### src/rtl/gather_pkg.sv
package gather_pkg;
  localparam int unsigned NSLOT = 6;

  // Slots that need a register-file read: needed and not locally overridden.
  function automatic logic [NSLOT-1:0] fetch_mask(input logic [NSLOT-1:0] need,
                                                  input logic zero_f,
                                                  input logic imm_f);
    logic [NSLOT-1:0] m;
    m = need;
    if (zero_f) m[0] = 1'b0;
    if (imm_f)  m[1] = 1'b0;
    return m;
  endfunction

  // Value a slot is loaded with at issue time.
  function automatic logic [63:0] seed_value(input int unsigned slot,
                                             input logic imm_f,
                                             input logic [63:0] imm);
    return (slot == 1 && imm_f) ? imm : 64'd0;
  endfunction
endpackage

### src/rtl/gather_ctrl.sv
module gather_ctrl
  import gather_pkg::*;
(
  input  logic             clk,
  input  logic             rst_n,
  input  logic             issue_fire,
  input  logic [NSLOT-1:0] issue_need,
  input  logic             issue_zero,
  input  logic             issue_imm_ok,
  input  logic [NSLOT-1:0] rd_grant,
  input  logic             out_fire,
  output logic             busy,
  output logic             zero_q,
  output logic             imm_q,
  output logic [NSLOT-1:0] pend,
  output logic [NSLOT-1:0] take
);
  assign take = pend & rd_grant;

  always_ff @(posedge clk) begin
    if (!rst_n) begin
      busy   <= 1'b0;
      zero_q <= 1'b0;
      imm_q  <= 1'b0;
      pend   <= '0;
    end else if (issue_fire) begin
      busy   <= 1'b1;
      zero_q <= issue_zero;
      imm_q  <= issue_imm_ok;
      pend   <= fetch_mask(issue_need, issue_zero, issue_imm_ok);
    end else begin
      pend <= pend & ~take;
      if (out_fire) begin
        busy   <= 1'b0;
        zero_q <= 1'b0;
        imm_q  <= 1'b0;
      end
    end
  end
endmodule

### src/rtl/gather_slot.sv
module gather_slot #(
  parameter int unsigned W    = 64,
  parameter int unsigned MAXW = 64
) (
  input  logic            clk,
  input  logic            rst_n,
  input  logic            load_seed,
  input  logic [MAXW-1:0] seed,
  input  logic            take,
  input  logic [MAXW-1:0] din,
  output logic [MAXW-1:0] q_o
);
  logic [W-1:0] q;

  always_ff @(posedge clk) begin
    if (!rst_n)         q <= '0;
    else if (load_seed) q <= seed[W-1:0];
    else if (take)      q <= din[W-1:0];
  end

  assign q_o = MAXW'(q);
endmodule

### src/rtl/src_gather.sv
module src_gather
  import gather_pkg::*;
#(
  parameter int unsigned W0 = 64,
  parameter int unsigned W1 = 64,
  parameter int unsigned W2 = 32,
  parameter int unsigned W3 = 4,
  parameter int unsigned W4 = 4,
  parameter int unsigned W5 = 4
) (
  input  logic          clk,
  input  logic          rst_n,
  input  logic          issue_valid,
  output logic          issue_ready,
  input  logic [5:0]    issue_need,
  input  logic          issue_zero,
  input  logic          issue_imm_ok,
  input  logic [W1-1:0] issue_imm,
  output logic [5:0]    rd_req,
  input  logic [5:0]    rd_grant,
  input  logic [W0-1:0] rd_data0,
  input  logic [W1-1:0] rd_data1,
  input  logic [W2-1:0] rd_data2,
  input  logic [W3-1:0] rd_data3,
  input  logic [W4-1:0] rd_data4,
  input  logic [W5-1:0] rd_data5,
  output logic          out_valid,
  input  logic          out_ready,
  output logic [W0-1:0] out_op0,
  output logic [W1-1:0] out_op1,
  output logic [W2-1:0] out_op2,
  output logic [W3-1:0] out_op3,
  output logic [W4-1:0] out_op4,
  output logic [W5-1:0] out_op5
);
  localparam int unsigned MAXW = 64;
  localparam int unsigned SW [NSLOT] = '{W0, W1, W2, W3, W4, W5};

  // Named internal events, also used by the checker.
  logic             busy, zero_q, imm_q;
  logic             issue_fire, out_fire;
  logic [NSLOT-1:0] pend, take;
  logic [MAXW-1:0]  din_arr [NSLOT];
  logic [MAXW-1:0]  q_arr   [NSLOT];

  assign issue_ready = !busy;
  assign issue_fire  = issue_valid && issue_ready;
  assign out_valid   = busy && (pend == '0);
  assign out_fire    = out_valid && out_ready;
  assign rd_req      = pend;

  assign din_arr[0] = MAXW'(rd_data0);
  assign din_arr[1] = MAXW'(rd_data1);
  assign din_arr[2] = MAXW'(rd_data2);
  assign din_arr[3] = MAXW'(rd_data3);
  assign din_arr[4] = MAXW'(rd_data4);
  assign din_arr[5] = MAXW'(rd_data5);

  gather_ctrl u_ctrl (
    .clk          (clk),
    .rst_n        (rst_n),
    .issue_fire   (issue_fire),
    .issue_need   (issue_need),
    .issue_zero   (issue_zero),
    .issue_imm_ok (issue_imm_ok),
    .rd_grant     (rd_grant),
    .out_fire     (out_fire),
    .busy         (busy),
    .zero_q       (zero_q),
    .imm_q        (imm_q),
    .pend         (pend),
    .take         (take)
  );

  for (genvar g = 0; g < NSLOT; g++) begin : g_slot
    logic [MAXW-1:0] seed;
    assign seed = seed_value(g, issue_imm_ok, MAXW'(issue_imm));
    gather_slot #(.W(SW[g]), .MAXW(MAXW)) u_slot (
      .clk       (clk),
      .rst_n     (rst_n),
      .load_seed (issue_fire),
      .seed      (seed),
      .take      (take[g]),
      .din       (din_arr[g]),
      .q_o       (q_arr[g])
    );
  end

  assign out_op0 = q_arr[0][W0-1:0];
  assign out_op1 = q_arr[1][W1-1:0];
  assign out_op2 = q_arr[2][W2-1:0];
  assign out_op3 = q_arr[3][W3-1:0];
  assign out_op4 = q_arr[4][W4-1:0];
  assign out_op5 = q_arr[5][W5-1:0];
endmodule

### config.mk
export PLATFORM = sky130hd
export DESIGN_NAME = src_gather
export DESIGN_NICKNAME = d
export VERILOG_FILES = /design/src/rtl/gather_pkg.sv /design/src/rtl/gather_ctrl.sv /design/src/rtl/gather_slot.sv /design/src/rtl/src_gather.sv
export SDC_FILE = /design/constraint.sdc
export NUM_CORES = 1
export LEC_CHECK = 0
export CAP_MARGIN = 10
export CORE_AREA = 2 2 169 171
export DETAILED_ROUTE_END_ITERATION = 8
export DIE_AREA = 0 0 171 173
export PLACE_DENSITY_LB_ADDON = 0.2
export SYNTH_ARGS = -nofsm -noshare
export SYNTH_HDL_FRONTEND = slang
export SYNTH_SLANG_ARGS = --single-unit
### constraint.sdc
create_clock -name clk -period 1.4 [get_ports clk]
set_input_delay 0.28 -clock clk [delete_from_list [all_inputs] [get_ports clk]]
set_output_delay 0.28 -clock clk [all_outputs]
set_load 0.005 [all_outputs]
==> results of run 1 <==
-- worst max-delay path by stage --
| stage | startpoint | to |
|---|---|---|
| after floorplan | u_ctrl.pend[2] | out_valid |
| after global placement | u_ctrl.pend[2] | out_valid |
| after detailed placement | u_ctrl.pend[2] | out_valid |
| after CTS | u_ctrl.pend[5] | out_valid |
| after global routing | u_ctrl.pend[5] | out_valid |
| final | u_ctrl.pend[5] | out_valid |
-- final cells by class --
class,count,share of cell area
Clock buffer,17,0.0300
Clock inverter,14,0.0117
Inverter,1,0.000442
Multi-Input combinational cell,557,0.279
Sequential cell,179,0.257
Tap cell,378,0.0334
Timing Repair Buffer,525,0.389
-- flip-flops by register name, summed over array words and instances (netlist names) --
register	count
g_slot.u_slot.q_o	128
u_ctrl.pend	6
u_ctrl.busy	1
g_slot.u_slot.q	44
-- routing by layer --
metal / global-route usage / vias to the layer above
li1: - / 3808
met4: 0.0473 / 2
met5: 0 / -
met2: 0.322 / 304
met3: 0.0675 / 31
met1: 0.203 / 3742
-- worst max-delay path: stages, from the launching register on --
cell	delay (ps)
dfxtp_2	320
or4_4	550
nor4_4	170
buf_4	170
buf_6	80
-- report_power, final --
part           switching, mW  leakage (nW)  internal (mW)
clock                   2.43         0.286           2.55
sequential             0.117          1.47           5.30
combinational           1.20          3.83           1.65
-- cells by family after synthesis --
| logic type | count (synthesis) | synth area share |
|---|---|---|
| buffers and inverters | 79 | 0.0623 |
| AOI/OAI and AO/OA | 308 | 0.295 |
| and+or+nand+nor | 244 | 0.139 |
| DFF | 179 | 0.503 |
-- cell usage in the layout, fill, tap and decap left out, types with 7 or more instances in the layout --
cell,netlist,layout
nand3b_1,8,8
o31ai_2,0,10
o31ai_1,64,54
a21oi_2,60,159
nand3_1,12,12
a22oi_1,64,10
dfxtp_2,0,34
nand2_1,213,212
a21oi_1,112,12
dlygate4sd2_1,0,167
a22oi_2,0,54
dfxtp_1,179,143
buf_2,16,7
clkbuf_16,0,37
clkdlybuf4s50_1,0,252
buf_4,3,34
buf_12,6,19
buf_6,1,13
-- through the flow --
stage	instances	hold slack, ps	instance area (sq um)	utilization	setup WS (ps)
after floorplan	810	388	7120	-	36.4
after global placement	1599	441	12100	0.439	-700
after detailed placement	1599	446	12100	0.439	-674
after CTS	1633	193	12700	0.459	-680
after global routing	1671	370	14200	0.513	-688
final	1671	393	14200	0.513	-600
-- repair_timing --
action	in CTS	in global routing
resized for setup	263	193
pin swaps	2	42
cloned	2	32
hold buffers	0	0
endpoints found under the setup margin	192	155
buffers inserted	1	7
==> results.yml, run 1 <==
global_route:
  grt_max_degree: 49
  grt_first_pass_wirelength_um: 41900
  grt.total_usage: 0.182
  grt_overflow_total: 0
  grt_pass1_vias: 7211
  antenna_found_initial: 1
routing:
  dr.first_iter.drc_count: 270
  wl_met2_um: 16600
  first_pass_iters: 4
  wl_met3_um: 2600
  drcViolationCount: 0
  top_layer_used: "met5"
  ant_nets: 0
  wl_um: 32400
  m1WireLength_um: 12700
  vias_per_cell: 4.72
  vias: 7887
  drt-wirelength-per-cell_um: 19.4
floorplan:
  die_area_sq_um: 29600
  fp.dieH_um: 173
  io_pins: 434
  coreArea_sq_um: 27600
  die_x_um: 171
  num_rows: 61
  start_util: 0.258
timing:
  relSlewSlack: 0.598
  drv_slew: 0
  finalSetupTns_ps: -4000
  final_hold_viol_count: 0
  finalClockSkew_ps: 8.92
  grt_setup_unrepaired: "yes"
  tightest_slew_ps: 603
  finalSetupViolations: 96
  timing.final.crit_share: 1.43
  fin_crit_ps: 2000
  max_clock_freq_ghz: 0.500
  finalWorstSetupSlack_ps: -600
logic_synthesis:
  seq_area_frac_synth: 0.503
  synth-seq-cells: 179
  syn_inst: 810
  synth_commonest_cells: "nand2_1, dfxtp_1, a21oi_1, a22oi_1, o31ai_1"
  syn-num-nets: 1064
  synth_edf_count: 0
  synth.avg_cell_area_sq_um: 8.80
  yosysWarnings: 0
  synthesis.area_sq_um: 7120
  synthDistinctLibCells: 28
  ys.flop_type: "dfxtp_1"
  synth.top_cells.by_area: "dfxtp_1, nand2_1, a21oi_1"
  yosysTopAreaCell: "dfxtp_1"
  synth.most_common_cell: "nand2_1"
  async_flop_share: 0
  synth_top_area_frac: 0.503
min_path:
  hold_depth: 3
  worstHoldEndpoint: "g_slot[0].u_slot.q_o[39]"
  hold_start: "rd_data0[39]"
  hold_class: "in -> reg"
cts:
  clk_pin_slew_ps: 80
  h-tree-depth: 4
  cts-root-buf: "clkbuf_16"
  cts_made_buffers: 17
  cts_buffer_depth: 2
  clock_sinks: 179
  clk-insertion-delay-late_ps: 430
  cts_tree: "yes"
layout:
  register_area_sq_um: 3630
  area_growth_pct: 98.8
  fin_nets: 1535
  num-fill-cells: 2667
  antenna_cells: 0
  multi_input_area_sq_um: 3950
  drive_gt1_frac: 0.317
worst_setup_path:
  crit_path_max_fanout: 2
  worstReg2RegEnd: "g_slot[3].u_slot.q[1]"
  critical_path_class: "reg -> out"
  r2r_start: "u_ctrl.busy"
  reg2regPathDepth: 6
  r2r_setup_slack_ps: -110
  start_kind: "flop"
  crit_path_end_kind: "output port"
  required_ps: 1120
  arrival_ps: 1720
placement:
  io_buffers: 433
  hpwl_um: 20800
  place_congestion: 0.759
status:
  violations: "setup timing"
  outcome: "finished with violations"
pwr:
  power.density_nw_per_um2: 936
  p_total_mw: 13.3
  ir_worst_vdd_mv: 0.622
  p_leak_nw: 5.59
job:
  maxCapViolations: 0
Note: power is estimated with default switching activity, not from simulation.
==> inputs of run 2 (changes only) <==
==> constraint.sdc (replaced) <==
create_clock -name clk -period 2.1 [get_ports clk]
set_input_delay 0.42 -clock clk [delete_from_list [all_inputs] [get_ports clk]]
set_output_delay 0.42 -clock clk [all_outputs]
set_load 0.005 [all_outputs]
==> results.yml, run 2 (same netlist as run 1, synthesis figures left out) <==
status:
  outcome: "finished with violations"
  violations: "setup timing"
pwr:
  switchingPower_mw: 2.23
  p_leak_nw: 4.29
  power_frac_comb: 0.179
  power.density_nw_per_um2: 676
  p_sw_frac: 0.262
  ir_worst_vdd_mv: 0.470
  p_int_mw: 6.27
  p_total_mw: 8.49
  power_frac_clock: 0.396
  seqPwrFrac: 0.425
timing:
  final_hold_viol_count: 0
  finalSetupViolations: 1
  holdWs_ps: 395
  max_clock_freq_ghz: 0.473
  drv_slew: 0
  finalWorstSetupSlack_ps: -14.9
  timing.final.crit_share: 1.01
  finalClockSkew_ps: 12.6
  relSlewSlack: 0.707
  grt_setup_unrepaired: "yes"
  fin_crit_ps: 2110
  tightest_slew_ps: 440
worst_setup_path:
  crit_path_max_fanout: 2
  reg2regPathDepth: 5
  critical_path_class: "reg -> out"
  r2r_setup_slack_ps: 660
  start_kind: "flop"
  r2r_start: "u_ctrl.busy"
  required_ps: 1680
  crit_path_end_kind: "output port"
  worstReg2RegEnd: "g_slot[1].u_slot.q_o[7]"
  arrival_ps: 1690
floorplan:
  start_util: 0.258
  num_rows: 61
  coreArea_sq_um: 27600
  die_x_um: 171
  fp.dieH_um: 173
  die_area_sq_um: 29600
  io_pins: 434
cts:
  postCtsSetupBuffers: 0
  clock_sinks: 179
  clk_pin_slew_ps: 80
  cts.hold.buffers_added: 0
  cts_tree: "yes"
  cts_made_buffers: 17
  clk-insertion-delay-late_ps: 430
  h-tree-depth: 4
  cts-root-buf: "clkbuf_16"
  cts_buffer_depth: 2
layout:
  area_growth_pct: 76.4
  largest_register_ffs: 128
  final_common_cell: "clkdlybuf4s50_1"
  antenna_cells: 0
  fin_nets: 1470
  layout_common_cells: "clkdlybuf4s50_1, nand2_1, dfxtp_1, a21oi_1"
  drive_gt1_frac: 0.111
routing:
  drcViolationCount: 0
  first_pass_iters: 5
  dr.first_iter.drc_count: 369
  vias_per_cell: 4.58
  vias: 7348
  drt-wirelength-per-cell_um: 17.1
  ant_nets: 0
  wl_um: 27500
min_path:
  hold_start: "rst_n"
  hold_depth: 3
  hold_class: "in -> reg"
  worstHoldEndpoint: "g_slot[1].u_slot.q_o[44]"
placement:
  hpwl_um: 20300
  io_buffers: 433
  place_congestion: 0.740
  pre_cts_slack_ps: -164
global_route:
  grt_first_pass_wirelength_um: 40800
  grt_overflow_total: 0
  grt.total_usage: 0.178
  grt_max_degree: 65
  antenna_found_initial: 0
  grt_pass1_vias: 7098
job:
  maxCapViolations: 0
-- run 2: cell types whose count changed in the layout (fill, tap and decap cells not counted), moves of 54 or more --
cell             previous run  this run
a22oi_2                    54         0
a22oi_1                    10        64
a21oi_2                   159        60
clkdlybuf4s50_1           252       431
a21oi_1                    12       112
dlygate4sd2_1             167         0
-- run 2: layout make-up --
cell class	instances	area, sq um
repair buffers	465	4750
well taps	378	473
fillers	2786	15100
multi-input cells	552	3140
clock buffers	17	425
inverters	1	3.75
flip-flops and latches	179	3580
clock inverters	14	193
-- run 2: worst max-delay path by stage --
| stage | start | end | slack (ps) | cells after the start |
|---|---|---|---|---|
| 2_1_floorplan | u_ctrl.pend[2] | out_valid | 600 | 2 |
| 3_3_place_gp | u_ctrl.pend[2] | out_valid | -150 | 4 |
| 3_5_place_dp | u_ctrl.pend[2] | out_valid | -160 | 4 |
| 4_1_cts | u_ctrl.pend[0] | out_valid | -130 | 4 |
| 5_1_grt | u_ctrl.pend[1] | out_valid | -70 | 4 |
| 6_report | u_ctrl.pend[1] | out_valid | -10 | 4 |
-- run 2: per-stage QoR --
stage,instance area (sq um),setup TNS [ps],instances,util
2_1_floorplan,7120,0,810,-
3_3_place_gp,11900,-151,1575,0.432
3_5_place_dp,11900,-164,1575,0.432
4_1_cts,12600,-130,1606,0.455
5_1_grt,12600,-67.5,1606,0.455
6_report,12600,-14.9,1606,0.455
-- run 2: what timing repair did --
action,in CTS,in global routing
resized for setup,9,0
setup endpoints to repair,1,1
pin swaps,2,2
endpoints found under the hold margin,0,0
-- run 2: layer usage --
layer,GRT usage,vias to the layer above,part of all wire
met4,0.0456,0,0.015
met1,0.202,3381,0.40
met5,0,-,0
met2,0.310,286,0.49
met3,0.0668,25,0.094
li1,-,3656,-
-- run 2: power groups by stage --
stage                     Clock, mW  Combinational (mW)  Sequential, mW
after floorplan                   0               0.558            3.69
after global placement            0                1.52            3.68
after detailed placement          0                1.52            3.69
after CTS                      3.50                1.54            3.61
after global routing           3.62                1.62            3.63
final                          3.37                1.52            3.61
-- run 2: worst max-delay path, stage by stage, from the launching register on --
cell	delay (ps)
dfxtp_1	310
or4_4	550
nor4_4	170
buf_4	160
buf_6	80
